[src/rtl/gpio_pair_reg.sv]
module gpio_pair_reg #(
  parameter int DW     = 32,
  parameter int STRIDE = 8
) (
  input  logic          clk,
  input  logic          rst_n,
  input  logic          wr_en,
  input  logic [DW-1:0] wr_data,
  output logic [DW-1:0] rd_data,
  input  logic          scl_pad_in,
  input  logic          sda_pad_in,
  output logic          scl_pad_oe,
  output logic          sda_pad_oe,
  output logic          scl_pu_dis,
  output logic          sda_pu_dis
);
  localparam int NPIN    = 2;
  localparam int O_DMSK  = 0;
  localparam int O_DIR   = 1;
  localparam int O_VMSK  = 2;
  localparam int O_VAL   = 3;
  localparam int O_IN    = 4;
  localparam int O_PU    = 5;

  logic [NPIN-1:0] dir_q, val_q, pu_q, s1_q, s2_q, pad_in, oe;
  logic [1:0]      arm_q;

  assign pad_in = {sda_pad_in, scl_pad_in};

  always_ff @(posedge clk or negedge rst_n) begin
    if (!rst_n) begin
      dir_q <= '0;
      val_q <= '0;
      pu_q  <= '0;
      s1_q  <= '0;
      s2_q  <= '0;
      arm_q <= '0;
    end else begin
      s1_q <= pad_in;
      s2_q <= s1_q;
      if (arm_q != 2'd3) arm_q <= arm_q + 2'd1;
      if (wr_en) begin
        for (int p = 0; p < NPIN; p++) begin
          if (wr_data[p*STRIDE+O_DMSK]) dir_q[p] <= wr_data[p*STRIDE+O_DIR];
          if (wr_data[p*STRIDE+O_VMSK]) val_q[p] <= wr_data[p*STRIDE+O_VAL];
          pu_q[p] <= wr_data[p*STRIDE+O_PU];
        end
      end
    end
  end

  assign oe = dir_q & ~val_q;

  always_comb begin
    rd_data = '0;
    for (int p = 0; p < NPIN; p++) begin
      rd_data[p*STRIDE+O_DIR] = dir_q[p];
      rd_data[p*STRIDE+O_VAL] = val_q[p];
      rd_data[p*STRIDE+O_IN]  = s2_q[p];
      rd_data[p*STRIDE+O_PU]  = pu_q[p];
    end
  end

  assign scl_pad_oe = oe[0];
  assign sda_pad_oe = oe[1];
  assign scl_pu_dis = pu_q[0];
  assign sda_pu_dis = pu_q[1];

  for (genvar g = 0; g < NPIN; g++) begin : g_chk
    localparam int B = g*STRIDE;

    a_r2_release: assert property (@(posedge clk) disable iff (!rst_n)
      (wr_en && wr_data[B+O_DMSK] && !wr_data[B+O_DIR])
        |=> (!oe[g] && !rd_data[B+O_DIR]));

    a_r3_pull_low: assert property (@(posedge clk) disable iff (!rst_n)
      (wr_en && wr_data[B+O_DMSK] && wr_data[B+O_DIR] &&
       wr_data[B+O_VMSK] && !wr_data[B+O_VAL]) |=> oe[g]);

    a_r4_dir_hold: assert property (@(posedge clk) disable iff (!rst_n)
      (!wr_en || !wr_data[B+O_DMSK]) |=> $stable(rd_data[B+O_DIR]));

    a_r4_val_hold: assert property (@(posedge clk) disable iff (!rst_n)
      (!wr_en || !wr_data[B+O_VMSK]) |=> $stable(rd_data[B+O_VAL]));

    a_r7_pu_load: assert property (@(posedge clk) disable iff (!rst_n)
      wr_en |=> (rd_data[B+O_PU] == $past(wr_data[B+O_PU])));

    a_r8_sync_delay: assert property (@(posedge clk) disable iff (!rst_n)
      arm_q[1] |-> (rd_data[B+O_IN] == $past(pad_in[g], 2)));
  end

  a_r5_oe_vs_read: assert property (@(posedge clk) disable iff (!rst_n)
    scl_pad_oe |-> (rd_data[O_DIR] && !rd_data[O_VAL]));

endmodule

[config.mk]
export PLATFORM = sky130hd
export DESIGN_NAME = gpio_pair_reg
export DESIGN_NICKNAME = d
export VERILOG_FILES = /design/src/rtl/gpio_pair_reg.sv
export SDC_FILE = /design/constraint.sdc
export NUM_CORES = 1
export LEC_CHECK = 0
export CORE_ASPECT_RATIO = 1.4
export CORE_MARGIN = 5
export CORE_UTILIZATION = 24
export DETAILED_ROUTE_END_ITERATION = 12
export MAX_ROUTING_LAYER = met4
export PLACE_DENSITY_LB_ADDON = 0.15
export SYNTH_ARGS = -nofsm -noshare
export SYNTH_HDL_FRONTEND = slang
export SYNTH_SLANG_ARGS = --single-unit
[constraint.sdc]
create_clock -name clk -period 0.85 [get_ports clk]
set_input_delay 0.1275 -clock clk [delete_from_list [all_inputs] [get_ports clk]]
set_output_delay 0.1275 -clock clk [all_outputs]
set_load 0.1 [all_outputs]
==> results of run 1 <==
worst paths after layout:
check | start | end | cells past startpoint
setup / recovery | val_q[1] | sda_pad_oe | 2
setup reg to reg | val_q[1] | val_q[1] | 2
hold reg to reg | s1_q[1] | s2_q[1] | 0
min in group clk | sda_pad_in | s1_q[1] | 1
max in group asynchronous | rst_n | pu_q[0] | 2
hold / removal | rst_n | pu_q[1] | 2
synth_stat cells:
cell     instances  area [um^2]
dfrtp_1         10        250.2
nand2_1          4        15.01
mux2_4           4        60.06
nor2b_1          2        12.51
mux2_2           2        22.52
conb_1           1        3.750
buf_4           26        195.2
kinds of logic after synthesis:
logic type             share of synthesized area [%]
AND/OR/NAND/NOR                                4.921
buffers and inverters                          34.90
multiplexers                                   14.77
flip-flops                                     44.74
other                                         0.6705
cell type report:
| type | instances | area, um^2 | area share (%) |
|---|---|---|---|
| Clock buffer | 4 | 36.28 | 3.776 |
| Multi-Input combinational cell | 36 | 215.2 | 22.40 |
| Sequential cell | 10 | 275.3 | 28.65 |
| Tap cell | 22 | 27.53 | 2.865 |
| Timing Repair Buffer | 28 | 406.6 | 42.32 |
per-layer routing:
| layer | vias up | global-route usage, % | share of wire, % |
|---|---|---|---|
| met2 | 36 | 8.230 | 44 |
| met4 | 0 | 0.9585 | 0 |
| met3 | 0 | 3.803 | 17 |
| met5 | - | - | 0 |
| li1 | 161 | - | - |
| met1 | 163 | 7.661 | 39 |
metrics by stage:
stage	util (%)	setup WS (ns)	power (mW)	setup TNS, ns	area [um^2]
floorplan	-	-0.4734	1.768	-2.237	710.7
global placement	41.14	-0.4189	2.051	-2.518	905.9
detailed placement	41.14	-0.4320	2.054	-2.636	905.9
CTS	43.64	-0.3680	2.499	-3.202	960.9
global route	43.64	-0.3925	2.548	-3.415	960.9
finish	43.64	-0.3516	2.469	-3.005	960.9
sequential cells by signal (all words and copies together) (netlist names):
signal	cells
s1_q	2
dir_q	2
pu_q	2
val_q	2
s2_q	2
power breakdown:
group	switching, mW	internal, mW
clock network	0.141	0.259
registers	0.0671	0.550
logic	1.04	0.409
total	1.25	1.22
cells in the final DEF (no fill, tap or decap):
master           Yosys  final
conb_1               1     24
clkdlybuf4s50_1      0     13
buf_12               0     13
dfrtp_4              0      6
nand2_1              4      4
mux2_4               4      4
clkbuf_4             0      3
nor2b_4              0      2
mux2_2               2      2
dfrtp_1             10      2
dfrtp_2              0      2
clkbuf_8             0      1
dlygate4sd2_1        0      1
buf_4               26      1
worst max-delay path, cell delays in order (launching register included):
cell,delay [ns]
dfrtp_4,0.50
nor2b_4,0.14
buf_12,0.18
what timing repair did:
item	in CTS	in global routing
gates resized for setup	1	0
endpoints found under the setup margin	18	18
buffers inserted	1	0
==> summary.md, run 1 <==
| Metric | Value |
|---|---|
| Worst Skew | `about 0.00018 ns` |
| Max VDD drop | `1.297 mV` |
| Peak Freq | `around 830 MHz` |
| Placed Cells incl. Taps | `between 90 and 100` |
| Core area | `between 0.002 and 0.0025 mm^2` |
| Post-Route WL | `1054 um` |
| Row cnt | `20` |
| H-tree Lvls | `1` |
| Antenna diode count | `0` |
| Setup ws final | `-0.3516 ns` |
| CTS buffer count | `3` |
| Yosys cell types | `7` |
| Startpoint Class | `flop` |
| Die area | `about 0.0034 mm^2` |
| Minimum clock period | `around 1.2 ns` |
| Max Slew Vio Count | `0` |
| GP Congestion | `a little over 0.6` |
| Unrepaired setup endpoints after global routing | `yes` |
| Syn_area_per_cell | `approximately 11 um^2` |
| Worst path required time | `slightly above 0.7 ns` |
| HPWL after detailed placement | `roughly 950 um` |
| Crit. End Element | `output port` |
| CP Class | `reg -> out` |
| Clk sink count | `10` |
| CTS root buf | `clkbuf_4` |
| Drt drc | `0` |
| Post-Syn Area | `~560 um^2` |
| Worst hold slack | `about 0.16 ns` |
| Vias in the first global route | `~370` |
| Final worst path period share | `141.4%` |
| Post-route ant nets | `0` |
| Initial antenna violation count | `0` |
| Yosys reg bits | `10` |
| TritonRoute pass-1 iters | `2` |
| Via count | `360` |
| Die height | `about 67 um` |
| First-pass GRT wire length | `between 1500 and 2000 um` |
| Initial core utilization | `approximately a quarter` |
| Largest net degree at the start of global routing | `11` |
| Max-Cap Viols | `0` |
| Final hold vios | `0` |
| Area grow syn2layout | `71.81%` |
| Worst-Skew Late Latency | `0.25 ns` |
| Starting DRT DRC Count | `4` |
| Filler cells | `211` |
| Die W | `just over 50 um` |
| Clock Tree Buf Depth | `2` |
| Sequential area share after synthesis | `44.74%` |
| Ys Warns | `0` |
| Clock-pin slew of the registers on the worst-case setup and hold paths | `0.06 ns` |
| GRT overflow | `0` |
| I/O pin count | `73` |
| Reg-to-reg slack, setup | `-0.15 ns` |
| HP Class | `in -> async` |
| Status | `finished, violations left` |
| Wirelength per Cell | `approximately 11 um` |
| Leak Pwr | `roughly 0.46 nW` |
| Failing checks | `negative setup slack` |
| Setup violations, final | `18` |
| PwrDens | `~2600 mW/mm^2` |
| Hold-fix buffers, CTS | `0` |
| Crit path arrival time | `approximately 1.1 ns` |
| IO Port Bufs | `26` |
| Final Non-Filler Cells | `100` |
| Gr usage total | `around 6.0%` |
| Crit path max fanout | `2` |
| Vias per cell | `around 3.6` |
| Nets@finish | `~120` |
| CTS tree | `built` |
| Post-Syn Instances | `approximately 50` |
| Share of cells above drive strength 1 | `between 40% and 50%` |
Note: power is estimated with default switching activity, not from simulation.
==> inputs of run 2 (changes only) <==
--- a/config.mk
+++ b/config.mk
@@ -9,6 +9,7 @@
 export CORE_MARGIN = 5
 export CORE_UTILIZATION = 24
 export DETAILED_ROUTE_END_ITERATION = 12
+export GPL_TIMING_DRIVEN = 0
 export MAX_ROUTING_LAYER = met4
 export PLACE_DENSITY_LB_ADDON = 0.15
 export SYNTH_ARGS = -nofsm -noshare
==> summary.md, run 2 (same netlist as run 1, synthesis figures left out) <==
| Metric | Value |
|---|---|
| Post-layout util | `51.42% (+7.8 points)` |
| Status | `finished, violations left` |
| Share of cells above drive strength 1 | `56.31% (+13 points)` |
| CTS tree | `built` |
| Hold-fix buffers, CTS | `0 (unchanged)` |
| CP max stage delay | `0.50 ns (about the same)` |
| Clk sink count | `10 (unchanged)` |
| H-tree Lvls | `1 (unchanged)` |
| First-pass GRT wire length | `2063 um (+34%)` |
| Worst hold slack | `0.1856 ns (+0.02922 ns)` |
| CP Class | `reg -> out` |
| Unrepaired setup endpoints after global routing | `yes` |
| Reg area | `275.3 um^2 (unchanged)` |
| Startpoint Class | `flop` |
| Crit. End Element | `output port` |
| Fin Setup TNS | `-3.167 ns (-0.1625 ns)` |
| Clock-pin slew of the registers on the worst-case setup and hold paths | `0.06 ns (about the same)` |
| Max-Cap Viols | `0 (unchanged)` |
| I/O pin count | `73 (unchanged)` |
| Clock Tree Buf Depth | `2 (unchanged)` |
| Wirelength per Cell | `9.696 um (-8.0%)` |
| Area grow syn2layout | `102.5%` |
| HP Class | `in -> async` |
| Failing checks | `negative setup slack` |
| Leak Pwr | `0.5861 nW (+29%)` |
| Crit path arrival time | `1.07 ns (about the same)` |
| PwrDens | `2195 mW/mm^2 (-15%)` |
| Final worst path period share | `141.2% (-0.17 points)` |
| Worst Path Buf+Inv | `1 (unchanged)` |
| Commonest non-fill, non-tap cell in the layout | `buf_4` |
| Die W | `50.80 um (unchanged)` |
| CTS buffer count | `3 (unchanged)` |
| Vias per cell | `3.352 (-6.9%)` |
| Setup violations, final | `18 (unchanged)` |
| Slowest CP cell | `dfrtp_4` |
| Peak Freq | `833.2 MHz (+0.12%)` |
| Die height | `67.12 um (unchanged)` |
| Die area | `0.003409 mm^2 (unchanged)` |
| TritonRoute pass-1 iters | `1 (-1)` |
| Via count | `419 (+16%)` |
| CTS root buf | `clkbuf_4` |
| Minimum clock period | `1.200 ns (-0.001451 ns)` |
| Worst Skew | `0.00002756 ns (-0.0001541 ns)` |
| Vias in the first global route | `479 (+31%)` |
| Post-Route WL | `1212 um (+15%)` |
| Filler cells | `197 (-6.6%)` |
| Post-route ant nets | `0 (unchanged)` |
| Gr usage total | `8.174% (+2.1 points)` |
| Worst path required time | `0.72 ns (about the same)` |
| Setup ws final | `-0.3502 ns (+0.001451 ns)` |
| Initial core utilization | `25.40% (unchanged)` |
| Drt drc | `0 (unchanged)` |
| Multi-input gate area | `219.0 um^2 (+1.7%)` |
| Starting DRT DRC Count | `0 (-4)` |
| Pre-CTS setup slack | `-0.9896 ns (-0.5576 ns)` |
| Final hold vios | `0 (unchanged)` |
| Crit path max-delay family | `flip-flops` |
| Crit path max fanout | `3 (+1)` |
| Core area | `0.002202 mm^2 (unchanged)` |
| Most frequent cells in the layout | `buf_4 (25), conb_1 (24), clkdlybuf4s50_1 (13)` |
| Row cnt | `20 (unchanged)` |
| Max Slew Vio Count | `0 (unchanged)` |
| Reg-to-reg slack, setup | `-0.05 ns (+0.10 ns)` |
| CP Cell Sequence | `nor2b_4 > buf_12` |
| Nets@finish | `141 (+22%)` |
| Largest net degree at the start of global routing | `11 (unchanged)` |
| IO Port Bufs | `26 (unchanged)` |
| GRT overflow | `0 (unchanged)` |
| Antenna diode count | `0 (unchanged)` |
| GP Congestion | `0.5811 (-3.8%)` |
| Power after layout | `2.486 mW (+0.67%)` |
| Initial antenna violation count | `0 (unchanged)` |
| Max VDD drop | `0.9608 mV (-26%)` |
| Worst-Skew Late Latency | `0.25 ns (about the same)` |
## run 2: cell count changes in the layout (fill, tap and decap cells not counted), sizes merged
cell,before,now
buf,14,39
## run 2: routing by layer
metal | vias to the layer above | global-route usage, % | share of wire (%)
met3 | 0 | 4.027 | 14
met2 | 36 | 12.27 | 48
met1 | 172 | 9.362 | 39
li1 | 211 | - | -
met4 | 0 | 2.875 | 0
met5 | - | - | 0
## run 2: power breakdown
| part | internal (mW) | switching, mW |
|---|---|---|
| registers | 0.550 | 0.0625 |
| logic | 0.481 | 1.07 |
| clock network | 0.181 | 0.147 |
| total | 1.21 | 1.27 |
## run 2: through the flow
stage                     cell area (um^2)  instances
after CTS                             1105        124
after detailed placement             998.5        120
after global routing                  1132        125
after floorplan                      710.7         72
final                                 1132        125
after global placement               998.5        120
## run 2: path summary, 6_finish.rpt
path,startpoint,end,depth (start not counted)
worst min register to register,s1_q[0],s2_q[0],0
min in group clk,sda_pad_in,s1_q[1],1
worst max-delay path,val_q[0],scl_pad_oe,2
max in group asynchronous,rst_n,pu_q[1],1
worst min-delay path,rst_n,dir_q[1],1
worst max register to register,pu_q[0],pu_q[0],1
## run 2: layout make-up
class                           count  share of cell area [%]
Buffer                             26                   19.45
Clock buffer                        4                   2.320
Multi-Input combinational cell     36                   19.34
Sequential cell                    10                   24.31
Tap cell                           22                   2.431
Timing Repair Buffer               27                   32.15
## run 2: repair_timing
item,CTS,global route
buffers inserted,0,1
setup endpoints to repair,18,18
gates resized for setup,100,5
pin swaps,0,0
